## config.mk

```make
export PLATFORM = sky130hd
export DESIGN_NAME = rgl_arbiter
export DESIGN_NICKNAME = d
export VERILOG_FILES = /design/src/rtl/rgl_pkg.sv /design/src/rtl/rgl_grant_window.sv /design/src/rtl/rgl_req_catch.sv /design/src/rtl/rgl_arbiter.sv
export SDC_FILE = /design/constraint.sdc
export NUM_CORES = 1
export LEC_CHECK = 0
export ABC_AREA = 1
export ABC_CLOCK_PERIOD_IN_PS = 1900
export BUFFER_PORTS_ARGS = -buffer_cell sky130_fd_sc_hd__buf_2
export CAP_MARGIN = 20
export CORE_AREA = 2 2 39 41
export CTS_BUF_LIST = sky130_fd_sc_hd__clkbuf_8
export DETAILED_ROUTE_END_ITERATION = 10
export DIE_AREA = 0 0 41 43
export MAX_ROUTING_LAYER = met4
export PLACE_DENSITY = 0.71
export SLEW_MARGIN = 25
export SYNTH_ARGS = -nofsm -noshare
export SYNTH_HDL_FRONTEND = slang
export SYNTH_SLANG_ARGS = --single-unit
```

## constraint.sdc

```tcl
create_clock -name clk -period 1.9 [get_ports clk]
set_clock_uncertainty 0.2 [all_clocks]
set_input_delay 0.19 -clock clk [delete_from_list [all_inputs] [get_ports clk]]
set_output_delay 0.19 -clock clk [all_outputs]
set_load 0.02 [all_outputs]
```

## src/rtl/rgl_pkg.sv

```systemverilog
package rgl_pkg;

    typedef enum logic [2:0] {
        TS_IDLE = 3'd0,
        TS_T1   = 3'd1,
        TS_T2   = 3'd2,
        TS_T3   = 3'd3,
        TS_T4   = 3'd4,
        TS_WAIT = 3'd5
    } tstate_e;

    typedef enum logic [1:0] {
        ST_LOCAL = 2'd0,
        ST_LENT  = 2'd1,
        ST_GAP   = 2'd2
    } own_e;

endpackage

```

## src/rtl/rgl_grant_window.sv

```systemverilog
module rgl_grant_window
    import rgl_pkg::*;
#(
    parameter int TSW = 3
) (
    input  logic [TSW-1:0] t_state,
    input  logic           req_early,
    input  logic           first_inta,
    input  logic           lock,
    output logic           permit,
    output logic           early_now
);

    tstate_e ts;

    always_comb begin
        ts = tstate_e'(t_state[2:0]);
        early_now = (ts == TS_IDLE) || (ts == TS_T1) || (ts == TS_T2);
        permit = 1'b0;
        if (!lock) begin
            unique case (ts)
                TS_IDLE, TS_T1: permit = 1'b1;
                TS_T4:          permit = req_early && !first_inta;
                default:        permit = 1'b0;
            endcase
        end
    end

endmodule

```

## src/rtl/rgl_req_catch.sv

```systemverilog
module rgl_req_catch (
    input  logic clk,
    input  logic rst_n,
    input  logic line_low,
    input  logic cap_en,
    input  logic is_early,
    input  logic clear,
    output logic pend_o,
    output logic early_o
);

    always_ff @(posedge clk or negedge rst_n) begin
        if (!rst_n) begin
            pend_o  <= 1'b0;
            early_o <= 1'b0;
        end else if (clear) begin
            pend_o  <= 1'b0;
            early_o <= 1'b0;
        end else if (line_low && cap_en && !pend_o) begin
            pend_o  <= 1'b1;
            early_o <= is_early;
        end
    end

    assert_capture_R2: assert property (@(posedge clk) disable iff (!rst_n)
        (line_low && cap_en && !clear) |=> pend_o);

    assert_clear_R3: assert property (@(posedge clk) disable iff (!rst_n)
        clear |=> !pend_o);

endmodule

```

## src/rtl/rgl_arbiter.sv

```systemverilog
module rgl_arbiter
    import rgl_pkg::*;
#(
    parameter int NCH = 2,
    parameter int TSW = 3
) (
    input  logic           clk,
    input  logic           rst_n,
    input  logic [NCH-1:0] rq_in,
    output logic [NCH-1:0] rq_out,
    output logic [NCH-1:0] rq_oe,
    input  logic [TSW-1:0] t_state,
    input  logic           first_inta,
    input  logic           lock,
    output logic           bus_float,
    output logic [((NCH > 1) ? $clog2(NCH) : 1)-1:0] owner_ch
);

    localparam int IDW = (NCH > 1) ? $clog2(NCH) : 1;

    own_e           state_q, state_d;
    logic [IDW-1:0] owner_q, owner_d;
    logic [NCH-1:0] line_low, pend, early, permit, early_now, cap_en, grant_vec;
    logic [IDW-1:0] sel;
    logic           sel_ok;

    assign line_low = ~rq_in;

    for (genvar gi = 0; gi < NCH; gi++) begin : g_ch
        rgl_grant_window #(.TSW(TSW)) u_win (
            .t_state   (t_state),
            .req_early (early[gi]),
            .first_inta(first_inta),
            .lock      (lock),
            .permit    (permit[gi]),
            .early_now (early_now[gi])
        );

        assign cap_en[gi] = !((state_q == ST_LENT) && (owner_q == IDW'(gi))) && !grant_vec[gi];

        rgl_req_catch u_catch (
            .clk     (clk),
            .rst_n   (rst_n),
            .line_low(line_low[gi]),
            .cap_en  (cap_en[gi]),
            .is_early(early_now[gi]),
            .clear   (grant_vec[gi]),
            .pend_o  (pend[gi]),
            .early_o (early[gi])
        );
    end

    // fixed priority: lowest index wins
    always_comb begin
        sel    = '0;
        sel_ok = 1'b0;
        for (int i = NCH - 1; i >= 0; i--) begin
            if (pend[i]) begin
                sel    = IDW'(i);
                sel_ok = 1'b1;
            end
        end
        grant_vec = '0;
        if ((state_q == ST_LOCAL) && sel_ok && permit[sel])
            grant_vec[sel] = 1'b1;
    end

    always_comb begin
        state_d = state_q;
        owner_d = owner_q;
        unique case (state_q)
            ST_LOCAL: begin
                if (|grant_vec) begin
                    state_d = ST_LENT;
                    owner_d = sel;
                end
            end
            ST_LENT: begin
                if (line_low[owner_q])
                    state_d = ST_GAP;
            end
            ST_GAP:  state_d = ST_LOCAL;
            default: state_d = ST_LOCAL;
        endcase
    end

    always_ff @(posedge clk or negedge rst_n) begin
        if (!rst_n) begin
            state_q <= ST_LOCAL;
            owner_q <= '0;
        end else begin
            state_q <= state_d;
            owner_q <= owner_d;
        end
    end

    always_comb begin
        rq_oe     = grant_vec;
        rq_out    = ~grant_vec;
        bus_float = (state_q == ST_LENT);
        owner_ch  = owner_q;
    end

    assert_oe_single_R10: assert property (@(posedge clk) disable iff (!rst_n)
        $onehot0(rq_oe));

    assert_float_next_R3: assert property (@(posedge clk) disable iff (!rst_n)
        (|rq_oe) |=> bus_float);

    assert_window_R4: assert property (@(posedge clk) disable iff (!rst_n)
        (|rq_oe) |-> ((t_state == 3'd0) || (t_state == 3'd1) || (t_state == 3'd4)));

    assert_lock_R5: assert property (@(posedge clk) disable iff (!rst_n)
        lock |-> (rq_oe == '0));

    assert_release_R6: assert property (@(posedge clk) disable iff (!rst_n)
        (bus_float && !rq_in[owner_ch]) |=> !bus_float);

    assert_gap_R7: assert property (@(posedge clk) disable iff (!rst_n)
        $fell(bus_float) |-> (rq_oe == '0));

    assert_prio_R8: assert property (@(posedge clk) disable iff (!rst_n)
        ((|rq_oe) && pend[0]) |-> rq_oe[0]);

endmodule

```

==> summary.md, run 1 <==
| Metric | Value |
|---|---|
| Root Driver | `clkbuf_8` |
| Yosys warning count | `0` |
| Post-synthesis instance total | `64` |
| Final ANT Viol Nets | `0` |
| Clock-pin slew on the worst setup and hold paths | `0.04 ns` |
| Dpl ws | `0.403 ns` |
| Area of the core | `1380 um2` |
| Hold Path Class | `in2reg` |
| Count of final setup violators | `0` |
| Routed WL | `914 um` |
| Distinct cell type count after synthesis | `18` |
| Row count | `14` |
| Layout area overhead | `27.3%` |
| TritonCTS Buffers | `3` |
| Diode count | `0` |
| Share of the yosys chip area belonging to registers | `0.367` |
| H-tree depth | `1` |
| Worst-Margin Slew | `0.226 ns` |
| Chip Height | `43 um` |
| Clock insertion delay at the later pin of the skew report | `0.23 ns` |
| Crit Path Class | `reg2out` |
| Int Pwr | `0.428 mW` |
| F_max | `0.579 GHz` |
| Post-CTS sizing | `0` |
| #FFs+latches synth | `7` |
| TritonCTS Sinks | `7` |
| FILL cells | `143` |
| Nets | `91` |
| Critical path fanouts, max | `5` |
| Final Wtd Congestion | `approximately 0.83` |
| Peak VDD IR | `0.000453 V` |
| First-pass GRT wire length | `1640 um` |
| Syn_area_per_cell | `7.45 um2` |
| Hold Crit Start | `rq_in[0]` |
| Reg2reg start | `g_ch[0].u_catch.pend_o` |
| Setup crit start kind | `register` |
| Setup crit end kind | `output pin` |
| IO Pins | `15` |
| Slowest stage delay, CP | `0.39 ns` |
| HPWL Detailed | `768 um` |
| Final WS setup | `0.172 ns` |
| Final worst path period share | `0.909` |
| Vias per cell | `around 4.3` |
| CTS Buffer Depth | `2` |
| Sw Ratio | `0.387` |
| Setup repair after global routing missed its margin | `no` |
| MaxCap Viol Count | `0` |
| Clk pwr share | `0.293` |
| Overall Global Routing Usage | `0.147` |
| Required @ worst endpoint | `1.51 ns` |
| Initial antenna violation count | `0` |
| PortBufs | `14` |
| Crit path time final | `about 1.7 ns` |
| Slew headroom | `0.849` |
| Delay-heaviest family, CP | `simple AND/OR/NAND/NOR gates` |
| Largest net degree at the start of global routing | `8` |
| TNS Setup | `0 ns` |
| Gr ovfl total | `0` |
| Pwr dens | `1150 nW/um2` |
| DRC Markers | `0` |
| Max Slew Vio Count | `0` |
| Worst EP arrival | `1.34 ns` |
| Die footprint | `1760 um2` |
| Psw | `0.271 mW` |
| Multi-input gate area | `223 um2` |
| Synthesized area | `477 um2` |
| Seq. cell area | `175 um2` |
| Reg power frac | `0.330` |
| Combinational group share of total power | `0.377` |
| Cts hold-fix bufs | `1` |
| Leak pwr | `0.364 nW` |
| Post-CTS Setup Inserts | `0` |
| Bufs and invs on worst path | `3` |
| Vias in the first global route | `417` |
| WL per Instance | `9.42 um` |
| Initial drt markers | `5` |
| Die width | `41 um` |
| TritonCTS clock tree | `done` |
| Crit path max-delay cell type | `dfrtp_1` |
| Final-report hold violation count | `0` |
| Crit. Startpoint | `g_ch[0].u_catch.pend_o` |
| Vias | `418` |
| Initial Util | `0.344` |
| Most common cell on crit path | `nand3_2` |
| Share of layout cells above drive strength 1 | `0.333` |
| Worst path cell trace | `inv_2 -> nand2_2 -> nand2_1 -> nand3_2 -> nand2_4 -> nand3_2 -> inv_1 -> buf_2` |
| Syn Nets | `between 70 and 80` |
| DR pass1 iterations | `4` |
| Status | `finished, final reports clean` |
-- Yosys cell counts, drive strengths merged --
master  number  area [um2]
nand2       18        77.6
dfrtp        7         175
nand4        2        12.5
o21ai        2        10.0
a21oi        1        5.00
buf          2        15.0
nor2         6        46.3
a22oi        1        7.51
and2         1        6.26
nand3        7        57.6
inv         17        63.8
-- power groups by stage --
stage / clock [mW] / sequential (mW) / combinational, mW
after global routing: 0.214 / 0.241 / 0.304
after global placement: 0 / 0.230 / 0.256
after CTS: 0.206 / 0.232 / 0.268
after floorplan: 0 / 0.240 / 0.189
final: 0.205 / 0.231 / 0.264
after detailed placement: 0 / 0.233 / 0.265
-- final timing paths --
check,to,slack [ns],cells after the start
min reg2reg,owner_ch,0.34,2
min,state_q[0],0.05,3
max,rq_oe[0],0.17,8
min in group asynchronous,g_ch[0].u_catch.early_o,0.13,2
max reg2reg,g_ch[0].u_catch.pend_o,0.57,8
max in group asynchronous,state_q[1],1.22,2
-- flip-flops by register name, summed over array words and instances, names as in the netlist --
| signal | count |
|---|---|
| state_q | 2 |
| g_ch.u_catch.pend_o | 2 |
| g_ch.u_catch.early_o | 2 |
| owner_ch | 1 |
-- layout by cell type (no fill, tap or decap), drive strengths merged --
| cell type | Yosys | routed |
|---|---|---|
| a21oi | 1 | 1 |
| inv | 17 | 18 |
| nand2 | 18 | 18 |
| o21ai | 2 | 2 |
| buf | 2 | 14 |
| dfrtp | 7 | 7 |
| and2 | 1 | 1 |
| clkbuf | 0 | 3 |
| nand3 | 7 | 7 |
| nand4 | 2 | 2 |
| nor2 | 6 | 6 |
| a22oi | 1 | 1 |
| dlygate4sd3 | 0 | 1 |
-- final cells by class --
type | count | share of cell area
repair buffers | 15 | 0.132
clock buffers | 3 | 0.0680
flip-flops and latches | 7 | 0.289
well taps | 16 | 0.0330
clock inverters | 1 | 0.00619
inverters | 17 | 0.105
multi-input cells | 38 | 0.367
-- metrics by stage --
step | cell area (um2) | utilization | total power [mW] | hold slack (ns) | instances
6_report | 607 | 0.439 | 0.699 | 0.0494 | 97
2_1_floorplan | 477 | - | 0.429 | -0.306 | 64
3_5_place_dp | 552 | 0.399 | 0.498 | -0.165 | 92
5_1_grt | 607 | 0.439 | 0.759 | 0.0690 | 97
3_3_place_gp | 552 | 0.399 | 0.487 | -0.169 | 92
4_1_cts | 607 | 0.439 | 0.706 | 0.0599 | 97
-- tightest hold or removal path, delay by kind of cell --
kind / cells / cell delay [ns]
AO/OA/AOI/OAI: 1 / 0.08
buffers and inverters: 1 / 0.10
AND/OR/NAND/NOR: 1 / 0.07
-- cell families (layout without fill, tap and decap cells) --
logic type	after synthesis	after routing	share of synthesized area
AND/OR/NAND/NOR	34	34	0.420
buffers and inverters	19	36	0.165
AO/OA/AOI/OAI	4	4	0.0472
flip-flops	7	7	0.367
-- routing by layer --
layer	track usage	up-vias	routed length [um]
li1	-	222	-
met1	0.186	178	413
met2	0.200	16	425
met3	0.0314	2	56
met4	0.100	0	19
met5	-	-	0
No activity file was read; power rests on OpenSTA's default activity.
==> inputs of run 2 (changes only) <==
Settings changed: ABC_CLOCK_PERIOD_IN_PS 1900 to 2140.
Clock period 1.9 ns to 2.14 ns, I/O delays scaled along.
==> run 2 against run 1 <==
- sequential power shrank 11%
- count of clock-buffer cells in the layout is the same
- global-route usage shrank 0.28 points
- clock power shrank 8%
- critical path depth is the same
- sequential cell count is the same
- cell area is the same
- worst hold slack gained 0.0062 ns
- highest routed layer unchanged
==> summary.md, run 2 (synthesized netlist as in run 1, its figures left out) <==
| Metric | Value |
|---|---|
| Vias per cell | `4.39 (was 4.31)` |
| Worst EP arrival | `1.33 ns (was 1.34 ns)` |
| Nets | `91 (unchanged)` |
| Final-report hold violation count | `0 (unchanged)` |
| Vias in the first global route | `381 (was 417)` |
| Chip Height | `43 um (unchanged)` |
| IO Pins | `15 (unchanged)` |
| Slew headroom | `0.809 (was 0.849)` |
| Layout area overhead | `27.3% (unchanged)` |
| Share of layout cells above drive strength 1 | `0.333 (unchanged)` |
| Post-CTS Setup Inserts | `0 (unchanged)` |
| Most common cell on crit path | `nand3_2 (unchanged)` |
| Final Wtd Congestion | `0.805 (was 0.831)` |
| Commonest non-fill, non-tap cell in the layout | `nand2_1 (unchanged)` |
| Commonest cells after routing, fill and taps aside | `16 x nand2_1, 15 x inv_1, 14 x buf_2, 7 x dfrtp_1 (unchanged)` |
| Row count | `14 (unchanged)` |
| Setup crit end kind | `output pin (unchanged)` |
| Reg2reg start | `g_ch[0].u_catch.pend_o (unchanged)` |
| Crit Path Class | `reg2out (unchanged)` |
| DRC Markers | `0 (unchanged)` |
| Crit path time final | `1.74 ns` |
| Die footprint | `1760 um2 (unchanged)` |
| Hold Path Stages | `3 (unchanged)` |
| H-tree depth | `1 (unchanged)` |
| TritonCTS clock tree | `done (unchanged)` |
| Slowest stage delay, CP | `0.39 ns (about the same)` |
| Required @ worst endpoint | `1.73 ns (was 1.51 ns)` |
| Hold EP | `state_q[0] (unchanged)` |
| Bufs and invs on worst path | `3 (unchanged)` |
| Vias | `426 (was 418)` |
| PortBufs | `14 (unchanged)` |
| Post-CTS sizing | `0 (unchanged)` |
| CTS Buffer Depth | `2 (unchanged)` |
| Root Driver | `clkbuf_8 (unchanged)` |
| DR pass1 iterations | `4 (unchanged)` |
| Initial drt markers | `12 (was 5)` |
| Gr ovfl total | `0 (unchanged)` |
| Max Slew Vio Count | `0 (unchanged)` |
| Regs by FF count | `g_ch.u_catch.early_o: 2 flops, g_ch.u_catch.pend_o: 2 flops, state_q: 2 flops (unchanged)` |
| Crit path max-delay cell type | `dfrtp_1 (unchanged)` |
| Area of the core | `1380 um2 (unchanged)` |
| Initial Util | `0.344 (unchanged)` |
| Reg2reg end | `g_ch[0].u_catch.pend_o (unchanged)` |
| TritonCTS Sinks | `7 (unchanged)` |
| Hold Path Class | `in2reg (unchanged)` |
| TNS Setup | `0 ns (unchanged)` |
| First-pass GRT wire length | `1500 um (was 1640 um)` |
| Pwr dens | `1030 nW/um2 (was 1150 nW/um2)` |
| Hold Slack | `0.0557 ns (was 0.0494 ns)` |
| TritonCTS Buffers | `3 (unchanged)` |
| Setup crit start kind | `register (unchanged)` |
| Peak VDD IR | `0.000527 V (was 0.000453 V)` |
| MaxCap Viol Count | `0 (unchanged)` |
| Die width | `41 um (unchanged)` |
| Final instance area | `607 um2 (unchanged)` |
| Final worst path period share | `0.813` |
| Routed WL | `961 um (was 914 um)` |
| Final ANT Viol Nets | `0 (unchanged)` |
| Hold Crit Start | `rq_in[0] (unchanged)` |
| Placed cell areas | `552 um2 (unchanged)` |
| F_max | `~0.57 GHz` |
| Clock-pin slew on the worst setup and hold paths | `0.04 ns (about the same)` |
| FF-to-FF setup slack | `0.84 ns (was 0.57 ns)` |
| Setup repair after global routing missed its margin | `no (unchanged)` |
| Leak pwr | `0.364 nW (unchanged)` |
| Initial antenna violation count | `0 (unchanged)` |
| Count of final setup violators | `0 (unchanged)` |
| Delay-heaviest family, CP | `simple AND/OR/NAND/NOR gates (unchanged)` |
| FILL cells | `140 (was 143)` |
| Critical path fanouts, max | `5 (unchanged)` |
| Overall Power | `0.628 mW (was 0.699 mW)` |
| Largest net degree at the start of global routing | `8 (unchanged)` |
| WL per Instance | `9.91 um (was 9.42 um)` |
| Status | `finished, final reports clean (unchanged)` |
| Overall Global Routing Usage | `0.144 (was 0.147)` |
| Worst-Margin Slew | `0.287 ns (was 0.226 ns)` |
| FF-to-FF path depth | `8 (unchanged)` |
| HPWL Detailed | `761 um (was 768 um)` |
| Diode count | `0 (unchanged)` |
| Clock insertion delay at the later pin of the skew report | `0.23 ns (about the same)` |
| Worst path cell trace | `inv_2 -> nand2_2 -> nand2_1 -> nand3_2 -> nand2_4 -> nand3_2 -> inv_1 -> buf_2 (unchanged)` |
[run 2: cell counts in the layout (fill, tap and decap cells not counted)]
No cell type changed its count.
[run 2: report_power, final]
part / leakage (nW) / internal [mW] / switching (mW)
sequential: 0.0856 / 0.176 / 0.0288
combinational: 0.252 / 0.0798 / 0.154
clock: 0.0269 / 0.125 / 0.0642
[run 2: repair_timing]
action                     4_1_cts  5_1_grt
setup endpoints to repair        0        0
hold endpoints to repair         7        0
hold buffers                     1        0
[run 2: worst max path at each step]
stage | startpoint | endpoint | slack, ns | cells past startpoint
2_1_floorplan | g_ch[0].u_catch.pend_o | rq_oe[0] | 0.63 | 8
3_3_place_gp | g_ch[0].u_catch.pend_o | rq_oe[0] | 0.68 | 8
3_5_place_dp | g_ch[0].u_catch.pend_o | rq_oe[0] | 0.64 | 8
4_1_cts | g_ch[0].u_catch.pend_o | rq_oe[0] | 0.39 | 8
5_1_grt | g_ch[0].u_catch.pend_o | rq_oe[0] | 0.30 | 8
6_report | g_ch[0].u_catch.pend_o | rq_oe[0] | 0.40 | 8
[run 2: worst min-delay path, cell delays in order]
cell and delay (ns):
buf_2 0.10, a22oi_1 0.08, nand2_1 0.06
[run 2: routing by layer]
layer | GRT usage | part of all wire | vias to the layer above
li1 | - | - | 223
met1 | 0.154 | 0.42 | 184
met2 | 0.194 | 0.46 | 15
met3 | 0.0471 | 0.076 | 4
met4 | 0.140 | 0.043 | 0
met5 | - | 0 | -
[run 2: final cells by class]
type	instances	area, um2	area share
Multi-Input combinational cell	38	223	0.367
Sequential cell	7	175	0.289
Timing Repair Buffer	15	80.1	0.132
Inverter	17	63.8	0.105
Clock buffer	3	41.3	0.0680
Tap cell	16	20.0	0.0330
Clock inverter	1	3.75	0.00619
[run 2: through the flow]
step | worst slack (ns) | cells | utilization
finish | 0.401 | 97 | 0.439
global route | 0.304 | 97 | 0.439
CTS | 0.390 | 97 | 0.439
detailed placement | 0.639 | 92 | 0.399
global placement | 0.675 | 92 | 0.399
floorplan | 0.629 | 64 | -
